[src/rtl/sram_tap_pkg.sv]
package sram_tap_pkg;

    typedef enum logic [3:0] {
        TLR, RTI,
        SEL_DR, CAP_DR, SH_DR, EX1_DR, PAU_DR, EX2_DR, UPD_DR,
        SEL_IR, CAP_IR, SH_IR, EX1_IR, PAU_IR, EX2_IR, UPD_IR
    } tap_state_e;

    localparam int IR_W = 3;

    typedef enum logic [IR_W-1:0] {
        OP_EXTEST    = 3'b000,
        OP_IDCODE    = 3'b001,
        OP_PROBE_HIZ = 3'b010,
        OP_RSV_3     = 3'b011,
        OP_PRELOAD   = 3'b100,
        OP_RSV_5     = 3'b101,
        OP_RSV_6     = 3'b110,
        OP_BYPASS    = 3'b111
    } tap_op_e;

    typedef enum logic [1:0] {SEL_BYP, SEL_ID, SEL_BSR} dr_sel_e;

    localparam logic [IR_W-1:0] IR_CAPTURE = 3'b001;

    function automatic dr_sel_e decode_sel(tap_op_e op);
        unique case (op)
            OP_EXTEST, OP_PROBE_HIZ, OP_PRELOAD: return SEL_BSR;
            OP_IDCODE:                           return SEL_ID;
            default:                             return SEL_BYP;
        endcase
    endfunction

    function automatic logic floats_outputs(tap_op_e op);
        return (op == OP_EXTEST) || (op == OP_PROBE_HIZ);
    endfunction

endpackage

[src/rtl/tap_fsm.sv]
module tap_fsm
    import sram_tap_pkg::*;
(
    input  logic       tck,
    input  logic       trst_n,
    input  logic       tms,
    output tap_state_e state
);

    tap_state_e nxt;

    always_ff @(posedge tck or negedge trst_n) begin
        if (!trst_n) state <= TLR;
        else         state <= nxt;
    end

    always_comb begin
        nxt = state;
        unique case (state)
            TLR:    nxt = tms ? TLR    : RTI;
            RTI:    nxt = tms ? SEL_DR : RTI;
            SEL_DR: nxt = tms ? SEL_IR : CAP_DR;
            CAP_DR: nxt = tms ? EX1_DR : SH_DR;
            SH_DR:  nxt = tms ? EX1_DR : SH_DR;
            EX1_DR: nxt = tms ? UPD_DR : PAU_DR;
            PAU_DR: nxt = tms ? EX2_DR : PAU_DR;
            EX2_DR: nxt = tms ? UPD_DR : SH_DR;
            UPD_DR: nxt = tms ? SEL_DR : RTI;
            SEL_IR: nxt = tms ? TLR    : CAP_IR;
            CAP_IR: nxt = tms ? EX1_IR : SH_IR;
            SH_IR:  nxt = tms ? EX1_IR : SH_IR;
            EX1_IR: nxt = tms ? UPD_IR : PAU_IR;
            PAU_IR: nxt = tms ? EX2_IR : PAU_IR;
            EX2_IR: nxt = tms ? UPD_IR : SH_IR;
            UPD_IR: nxt = tms ? SEL_DR : RTI;
            default: nxt = TLR;
        endcase
    end

    AST_TLR_HOLD: assert property (@(posedge tck) disable iff (!trst_n)
        (state == TLR && tms) |=> state == TLR);
    AST_SELIR_ESCAPE: assert property (@(posedge tck) disable iff (!trst_n)
        (state == SEL_IR && tms) |=> state == TLR);

endmodule

[src/rtl/tap_ir.sv]
module tap_ir
    import sram_tap_pkg::*;
(
    input  logic       tck,
    input  logic       trst_n,
    input  tap_state_e state,
    input  logic       tdi,
    output tap_op_e    op,
    output logic       ir_so,
    output logic       out_hiz
);

    logic [IR_W-1:0] ir_sh;

    always_ff @(posedge tck or negedge trst_n) begin
        if (!trst_n) begin
            ir_sh <= IR_CAPTURE;
            op    <= OP_IDCODE;
        end else if (state == TLR) begin
            op    <= OP_IDCODE;
        end else begin
            unique case (state)
                CAP_IR:  ir_sh <= IR_CAPTURE;
                SH_IR:   ir_sh <= {tdi, ir_sh[IR_W-1:1]};
                UPD_IR:  op    <= tap_op_e'(ir_sh);
                default: ;
            endcase
        end
    end

    always_comb begin
        ir_so   = ir_sh[0];
        out_hiz = floats_outputs(op);
    end

    AST_IR_STABLE: assert property (@(posedge tck) disable iff (!trst_n)
        (state != UPD_IR && state != TLR) |=> $stable(op));
    AST_TLR_IDCODE: assert property (@(posedge tck) disable iff (!trst_n)
        (state == TLR) |=> (op == OP_IDCODE && !out_hiz));
    AST_CAPIR_PATTERN: assert property (@(posedge tck) disable iff (!trst_n)
        (state == CAP_IR) |=> ir_sh == IR_CAPTURE);

endmodule

[src/rtl/tap_dr.sv]
module tap_dr
    import sram_tap_pkg::*;
#(
    parameter int          CELLS   = 85,
    parameter logic [31:0] ID_WORD = 32'h1
) (
    input  logic             tck,
    input  logic             trst_n,
    input  tap_state_e       state,
    input  tap_op_e          op,
    input  logic             tdi,
    input  logic [CELLS-1:0] pin_capture,
    output logic             dr_so,
    output logic [CELLS-1:0] pin_update
);

    dr_sel_e          sel;
    logic             byp_q;
    logic [31:0]      id_q;
    logic [CELLS-1:0] bsr_q;
    logic [CELLS:0]   chain;

    assign sel        = decode_sel(op);
    assign chain[CELLS] = tdi;

    for (genvar k = 0; k < CELLS; k++) begin : g_cell
        assign chain[k] = bsr_q[k];
        always_ff @(posedge tck or negedge trst_n) begin
            if (!trst_n) begin
                bsr_q[k]      <= 1'b0;
                pin_update[k] <= 1'b0;
            end else if (sel == SEL_BSR) begin
                unique case (state)
                    CAP_DR:  bsr_q[k]      <= pin_capture[k];
                    SH_DR:   bsr_q[k]      <= chain[k+1];
                    UPD_DR:  pin_update[k] <= bsr_q[k];
                    default: ;
                endcase
            end
        end
    end

    always_ff @(posedge tck or negedge trst_n) begin
        if (!trst_n) begin
            byp_q <= 1'b0;
            id_q  <= ID_WORD;
        end else begin
            unique case (state)
                CAP_DR: begin
                    byp_q <= 1'b0;
                    id_q  <= ID_WORD;
                end
                SH_DR: begin
                    byp_q <= tdi;
                    id_q  <= {tdi, id_q[31:1]};
                end
                default: ;
            endcase
        end
    end

    always_comb begin
        unique case (sel)
            SEL_ID:  dr_so = id_q[0];
            SEL_BSR: dr_so = bsr_q[0];
            default: dr_so = byp_q;
        endcase
    end

    AST_BYP_CAPTURE: assert property (@(posedge tck) disable iff (!trst_n)
        (state == CAP_DR) |=> !byp_q);
    AST_ID_CAPTURE: assert property (@(posedge tck) disable iff (!trst_n)
        (state == CAP_DR) |=> id_q == ID_WORD);
    AST_UPD_HOLD: assert property (@(posedge tck) disable iff (!trst_n)
        (state != UPD_DR) |=> $stable(pin_update));

endmodule

[src/rtl/sram_tap_port.sv]
module sram_tap_port
    import sram_tap_pkg::*;
#(
    parameter bit ALT_PACKAGE = 1'b0,
    parameter bit NARROW      = 1'b0,
    localparam int CELLS      = ALT_PACKAGE ? 89 : 85
) (
    input  logic             tck,
    input  logic             trst_n,
    input  logic             tms,
    input  logic             tdi,
    input  logic [CELLS-1:0] pin_capture,
    output logic             tdo,
    output logic             tdo_oe,
    output logic [CELLS-1:0] pin_update,
    output logic             out_hiz
);

    localparam logic [2:0]  REV_F   = 3'b000;
    localparam logic [4:0]  DEPTH_F = 5'b01011;
    localparam logic [5:0]  ARCH_F  = ALT_PACKAGE ? 6'b000000 : 6'b101000;
    localparam logic [5:0]  DEV_F   = NARROW ? 6'b010101 : 6'b100101;
    localparam logic [10:0] MFR_F   = 11'b00000110100;
    localparam logic [31:0] ID_WORD = {REV_F, DEPTH_F, ARCH_F, DEV_F, MFR_F, 1'b1};

    tap_state_e state;
    tap_op_e    op;
    logic       ir_so, dr_so;

    tap_fsm u_fsm (
        .tck(tck), .trst_n(trst_n), .tms(tms), .state(state)
    );

    tap_ir u_ir (
        .tck(tck), .trst_n(trst_n), .state(state), .tdi(tdi),
        .op(op), .ir_so(ir_so), .out_hiz(out_hiz)
    );

    tap_dr #(.CELLS(CELLS), .ID_WORD(ID_WORD)) u_dr (
        .tck(tck), .trst_n(trst_n), .state(state), .op(op), .tdi(tdi),
        .pin_capture(pin_capture), .dr_so(dr_so), .pin_update(pin_update)
    );

    always_ff @(negedge tck or negedge trst_n) begin
        if (!trst_n) begin
            tdo    <= 1'b0;
            tdo_oe <= 1'b0;
        end else begin
            tdo    <= (state == SH_IR) ? ir_so : dr_so;
            tdo_oe <= (state == SH_IR) || (state == SH_DR);
        end
    end

    AST_OE_SHIFT: assert property (@(posedge tck) disable iff (!trst_n)
        tdo_oe |-> (state == SH_IR || state == SH_DR));
    AST_HIZ_CODES: assert property (@(posedge tck) disable iff (!trst_n)
        out_hiz |-> (op == OP_EXTEST || op == OP_PROBE_HIZ));

endmodule

[config.mk]
export PLATFORM = sky130hd
export DESIGN_NAME = sram_tap_port
export DESIGN_NICKNAME = d
export VERILOG_FILES = /design/src/rtl/sram_tap_pkg.sv /design/src/rtl/tap_fsm.sv /design/src/rtl/tap_ir.sv /design/src/rtl/tap_dr.sv /design/src/rtl/sram_tap_port.sv
export SDC_FILE = /design/constraint.sdc
export NUM_CORES = 1
export LEC_CHECK = 0
export ABC_AREA = 0
export BUFFER_PORTS_ARGS = -buffer_cell sky130_fd_sc_hd__buf_2
export CAP_MARGIN = 5
export CORE_MARGIN = 1
export CORE_UTILIZATION = 45
export CTS_CLUSTER_DIAMETER = 200
export DETAILED_ROUTE_END_ITERATION = 7
export PLACE_DENSITY = 0.76
export SYNTH_ARGS = -nofsm -noshare
export SYNTH_HDL_FRONTEND = slang
export SYNTH_HIERARCHICAL = 1
export SYNTH_SLANG_ARGS = --single-unit
[constraint.sdc]
create_clock -name tck -period 6.2 [get_ports tck]
set_input_delay 0 -clock tck [delete_from_list [all_inputs] [get_ports tck]]
set_output_delay 0 -clock tck [all_outputs]
set_load 0.005 [all_outputs]
==> impl_results.md, run 1 <==
* Overall Power at approximately 3.9 mW
* Ys Warns at 6
* Total track usage at 0.190
* Area growth syn-to-layout at 29.6%
* DR WL/cell at ~17 µm
* Max Cap Violations at 0
* Avg Cell Area, Syn at about 15 µm²
* Total global routing overflow at 0
* DR pass1 iterations at 4
* Multi-input logic area at between 3000 and 4000 µm²
* RSZ-0062 raised after global routing: no
* Worst R2R Setup Slack at 1.56 ns
* Worst-case reg-to-reg path depth at 2
* Cell count after synthesis at 618
* Reg2reg end: tdo
* DR iter-0 viols at 220
* Critical Path Fanout Max at 24
* Vias in the first global route at approximately 6,300
* Initial antenna violation count at 0
* Final setup margin at approximately 1.6 ns
* Critical R2R Launch: u_fsm/state[0]
* Synth Cell Area at ~9300 µm²
* Worst slew margin at 0.346
* Post-synthesis register bit count at about 210
* Fill cells at ~1,500
* Largest net degree at the start of global routing at a little under 80
* Number of port buffers at ~180
* Longest Clk Path Bufs at 3
* Nets at between 900 and 1,000
* Share of cells above drive strength 1 at 0.462
* Vias at 5,984
* # H-tree levels at 1
* Post-DP HPWL at about 11,000 µm
* Critical path required time at roughly 3.5 ns
* Slew Limit Fails at 0
* Setup CP Type: flop to flop
* Register area share after synthesis at 0.579
* Postcts setup bufs at 0
* Num CTS Buffers at 24
* Vias per cell at a little over 5
* Critical Path Sink: tdo
* Die area at roughly 21,000 µm²
* Layout Utilization at 0.594
* Crit path DAT at 1.89 ns
* Core Area at 20,200 µm²
* Crit path launch type: flop
* Ys flop type: dfrtp_1
* ANT cells at 0
* Num ports at approximately 180
* Setup WS pre-CTS at about 1.6 ns
* Die width at 146 µm
* Endpoint type of the worst setup path: flop
* PwrDens at 326 nW/µm²
* Netlist cell types at 44
* Lkg Pwr at 6.14 nW
* Initial Utilization at 0.459
* Residual DRC at 0
* Outcome: finished, final reports clean
* Worst-Skew Late Latency at about 0.5 ns
* Antenna Violating Nets Remaining at 0
* Max VDD drop at around 0.18 mV
* Worst Tran Pin Value at a little under 1 ns
* EDFF count, synth at 0
* Setup-failing EPs final at 0
* Worst Skew at ~0.011 ns
* Global-route wire length before repair at 33,000 µm
* Die height at ~150 µm
* Register clock-pin slew on the reported worst setup and hold paths at around 0.06 ns
* Critical path origin: u_fsm/state[0]
* Syn nets at just over 700
* Clock Sinks at roughly 210
* Reg area at 5370 µm²
* WL final at between 15,000 and 20,000 µm
* GP Congestion at between 0.7 and 0.8
* Num rows at between 50 and 60
* Setup TNS at 0 ns
* Hold Path Class: input pin to asynchronous set/reset pin
* Clock root cell: clkbuf_16
* Final hold violations at 0
* TritonCTS clock tree: yes
* FFs w/ async S/R, synth at 1.00
==> layout make-up <==
type	count	area share
Clock inverter	6	0.00666
Multi-Input combinational cell	362	0.304
Tap cell	270	0.0281
Inverter	5	0.00156
Sequential cell	214	0.447
Clock buffer	38	0.0611
Timing Repair Buffer	271	0.152
==> registers in the layout (all words and copies together) (netlist names) <==
name and count:
u_ir/op 3, tdo 1, u_dr/id_q 31, u_dr/byp_q 1, u_dr/pin_update 85, u_dr/bsr_q 85
tdo_oe 1, u_fsm/state 4, u_ir/ir_sh 3
==> power breakdown <==
group	internal [mW]	switching (mW)	total, mW	leakage, nW
clock	0.892	0.534	1.43	0.403
combinational	0.391	0.319	0.710	2.82
sequential	1.60	0.179	1.78	2.92
==> worst min path at each step <==
stage	from	to	slack (ns)	cells past startpoint
finish	trst_n	u_dr/bsr_q[50]	0.08	2
global route	trst_n	u_dr/pin_update[50]	0.12	2
CTS	trst_n	u_dr/pin_update[48]	0.07	2
detailed placement	trst_n	u_dr/pin_update[54]	0.0002	1
global placement	trst_n	u_dr/pin_update[49]	0.003	1
floorplan	trst_n	u_dr/bsr_q[0]	-0.30	0
==> per-layer routing <==
metal,track usage,vias up,part of all wire
li1,-,2782,-
met1,0.261,3022,0.46
met2,0.315,157,0.48
met3,0.0342,23,0.048
met4,0.0447,0,0.013
met5,0,-,0
==> cells by family after synthesis <==
logic type / count (synthesis) / synth area share
multiplexers: 256 / 0.311
flip-flops: 214 / 0.579
AO/OA/AOI/OAI: 57 / 0.0474
AND/OR/NAND/NOR: 46 / 0.0299
buffers and inverters: 42 / 0.0297
adder cells (fa/ha/maj): 2 / 0.00270
XOR/XNOR: 1 / 0.000944
==> synth_stat cells, drive strengths merged, types with 2 or more instances <==
library cell | number | share of area
mux2 | 256 | 0.31
dfrtp | 198 | 0.53
buf | 34 | 0.026
a22o | 20 | 0.019
dfstp | 14 | 0.040
nand2 | 14 | 0.0057
o22a | 12 | 0.011
a21oi | 9 | 0.0057
nor2 | 6 | 0.0024
inv | 5 | 0.0020
o21ai | 5 | 0.0027
nand2b | 4 | 0.0027
o22ai | 4 | 0.0027
clkbuf | 3 | 0.0012
nand3b | 3 | 0.0024
nor2b | 3 | 0.0020
nor3b | 3 | 0.0024
dfrtn | 2 | 0.0054
ha | 2 | 0.0027
or4b | 2 | 0.0022
==> cell usage in the layout, fill, tap and decap left out, drive strengths merged, types with 3 or more instances in the layout <==
cell type and instances:
o21ai 5, a22o 20, buf 183, inv 5, nor3b 3, o22a 12
nor2 6, nor2b 3, nand2b 4, mux2 256, nand2 14, o22ai 4
dfstp 14, a21oi 9, clkinv 4, clkbuf 38, nand3b 3, dfrtp 198
dlygate4sd3 88
==> critical path, stage by stage, from the launching register on <==
cell and delay [ns]:
dfrtp_1 0.85, nand4b_1 0.22, mux2_2 0.32
==> metrics by stage <==
step / cell area, µm² / hold WS [ns] / instances
after global routing: 12000 / 0.119 / 1166
after global placement: 10300 / 0.00282 / 1034
final: 12000 / 0.0795 / 1166
after CTS: 12000 / 0.0652 / 1166
after detailed placement: 10300 / 0.000152 / 1034
after floorplan: 9280 / -0.296 / 618
==> repair_timing <==
item	CTS	global route
resized for setup	0	0
endpoints found under the hold margin	158	0
endpoints found under the setup margin	0	0
hold buffers	88	0
No activity file was read; power rests on OpenSTA's default activity.
==> inputs of run 2 (changes only) <==
- ABC_AREA: 0 -> 1
- clock period: 6.2 -> 4.36 ns (I/O delays scaled with it)
==> run 2 against run 1 <==
  * Global-route usage grew 3.4 points
  * Non-clock buffer count grew 2
  * Clock skew grew 0.0088 ns
  * Die area grew 4.5%
  * Clock power grew 37%
  * Setup slack lost 1.0 ns
  * Count of clock-buffer cells in the layout is the same
  * Via count grew 46%
  * Critical endpoint unchanged
  * Flip-flop and latch count is the same
  * Cell area grew 2.8%
==> impl_results.md, run 2 <==
* Outcome: finished, final reports clean
* Die height at around 150 µm
* Vias per cell at ~4.9
* Worst-Skew Late Latency at between 0.5 and 0.6 ns
* Global-route wire length before repair at about 41,000 µm
* Register area share after synthesis at 0.554
* Setup WS pre-CTS at between 0.5 and 0.6 ns
* Largest area contributor in the netlist: dfrtp_1
* Post-CTS Hold Buffers at 88
* Post-DP HPWL at ~14,000 µm
* Endpoint type of the worst setup path: flop
* Final instance area at roughly 12,000 µm²
* Inst Count DP at about 1,600
* Critical path required time at around 2.6 ns
* Ys Warns at 6
* Cell count after synthesis at 1,248
* Initial Utilization at 0.460
* # H-tree levels at 1
* Antenna Violating Nets Remaining at 0
* Longest Clk Path Bufs at 3
* Worst slew margin at 0.265
* Setup-failing EPs final at 0
* Cell with the most instances after synthesis: nand2_1
* Register clock-pin slew on the reported worst setup and hold paths at ~0.060 ns
* DR pass1 iterations at 5
* Clock root cell: clkbuf_16
* Max Cap Violations at 0
* Postcts setup bufs at 0
* Overall Power at 7.64 mW
* Netlist cell types at 27
* Largest net degree at the start of global routing at about 110
* Placed inst area at 10,700 µm²
* Num ports at between 150 and 200
* Hold WS at around 0.016 ns
* Die area at 22,200 µm²
* Vias in the first global route at 8,415
* Synth top area share at 0.511
* Lkg Pwr at about 7.0 nW
* TritonCTS clock tree: yes
* Total global routing overflow at 0
* Syn nets at between 1,000 and 1,500
* ANT cells at 0
* Top cells by area, synth: dfrtp_1 (51%), nand2_1 (22%), nand3_1 (5.1%)
* EDFF count, synth at 0
* Avg Cell Area, Syn at slightly below 8 µm²
* Max VDD drop at between 0.4 and 0.5 mV
* Met3 wire len at 1360 µm
* Commonest non-fill, non-tap cell in the layout: nand2_1
* Worst Tran Pin Value at between 1 and 1.5 ns
* Num rows at 53
* Clock Sinks at around 210
* Final setup margin at 0.531 ns
* Most frequent cells in the layout: nand2_1 (564), dfrtp_1 (198), buf_2 (175)
* Num CTS Buffers at 25
* Synth cell count leaders: nand2_1 (565), dfrtp_1 (198), inv_1 (120), nand3_1 (99), o21ai_0 (84)
* Hold Path Class: input pin to asynchronous set/reset pin
* Share of cells above drive strength 1 at 0.170
* Crit path launch type: flop
* Number of port buffers at between 150 and 200
* Nets at 1,569
* Ys flop type: dfrtp_1
* Core Area at around 21,000 µm²
* Area growth syn-to-layout at 27.4%
* Layout Utilization at 0.586
* GP Congestion at just over 0.8
* Initial antenna violation count at 0
* Worst Skew at approximately 0.02 ns
* Top flop regs: u_dr/bsr_q x85, u_dr/pin_update x85, u_dr/id_q x31
* DR WL/cell at approximately 14 µm
* Crit path DAT at 2.02 ns
* Fin cells at between 1,500 and 2,000
* Setup CP Type: flop to flop
* Setup TNS at 0 ns
* Metal2 WL at roughly 12,000 µm
* Met1 Wirelength at around 11,000 µm
* Vias at between 8,000 and 9,000
* Die width at between 100 and 150 µm
* Total track usage at 0.225
* Synth Cell Area at a little under 10,000 µm²
* Final hold violations at 0
* Residual DRC at 0
* PwrDens at about 620 nW/µm²
* Critical Path Fanout Max at 4
* Post-synthesis register bit count at ~210
* WL final at approximately 24,000 µm
* RSZ-0062 raised after global routing: no
* FFs w/ async S/R, synth at 1.00
* Slew Limit Fails at 0
* Post-CTS sizing at 0
* DR top layer: met4
* DR iter-0 viols at around 540
==> run 2: metal layers <==
metal | GRT usage | vias to the layer above
met5 | 0 | -
met4 | 0.0776 | 0
met3 | 0.0281 | 59
met2 | 0.373 | 310
met1 | 0.304 | 4046
li1 | - | 4297
==> run 2: worst max-delay path: stages, from the launching register on <==
cell,delay [ns]
dfstp_2,0.55
inv_1,0.04
nor3_1,0.21
inv_1,0.08
ha_1,0.29
a21oi_1,0.15
a22oi_1,0.08
nand2_1,0.07
nand2_1,0.04
==> run 2: report_power, final <==
| group | total (mW) | internal [mW] | switching (mW) |
|---|---|---|---|
| clock | 1.96 | 1.16 | 0.807 |
| combinational | 2.29 | 0.873 | 1.42 |
| sequential | 3.39 | 2.81 | 0.577 |
| total | 7.64 | 4.84 | 2.80 |
==> run 2: cells by family (layout without fill, tap and decap cells) <==
family                     Yosys count  count (layout)  synth area share
and+or+nand+nor                    712             712             0.295
adders and majority gates            2               2           0.00258
AOI/OAI and AO/OA                  125             125            0.0664
DFF                                214             214             0.554
buffers and inverters              195             443            0.0826
==> run 2: layout make-up <==
class | count | area [µm²]
fillers | 1884 | 8730
flip-flops and latches | 214 | 5370
multi-input cells | 839 | 3560
repair buffers | 273 | 1840
clock buffers | 38 | 734
inverters | 125 | 469
well taps | 275 | 344
clock inverters | 7 | 42.5
==> run 2: path summary, 6_finish.rpt <==
| path | start | to | cells past startpoint | slack, ns |
|---|---|---|---|---|
| min in group tck | tdi | u_ir/ir_sh[2] | 4 | 0.27 |
| max in group asynchronous | trst_n | tdo_oe | 2 | 1.82 |
| worst max-delay path | u_ir/op[0] | tdo | 8 | 0.53 |
| worst max register to register | u_ir/op[0] | tdo | 8 | 0.53 |
| worst min-delay path | trst_n | u_dr/pin_update[4] | 2 | 0.02 |
| worst min register to register | u_dr/id_q[27] | u_dr/id_q[27] | 2 | 0.47 |
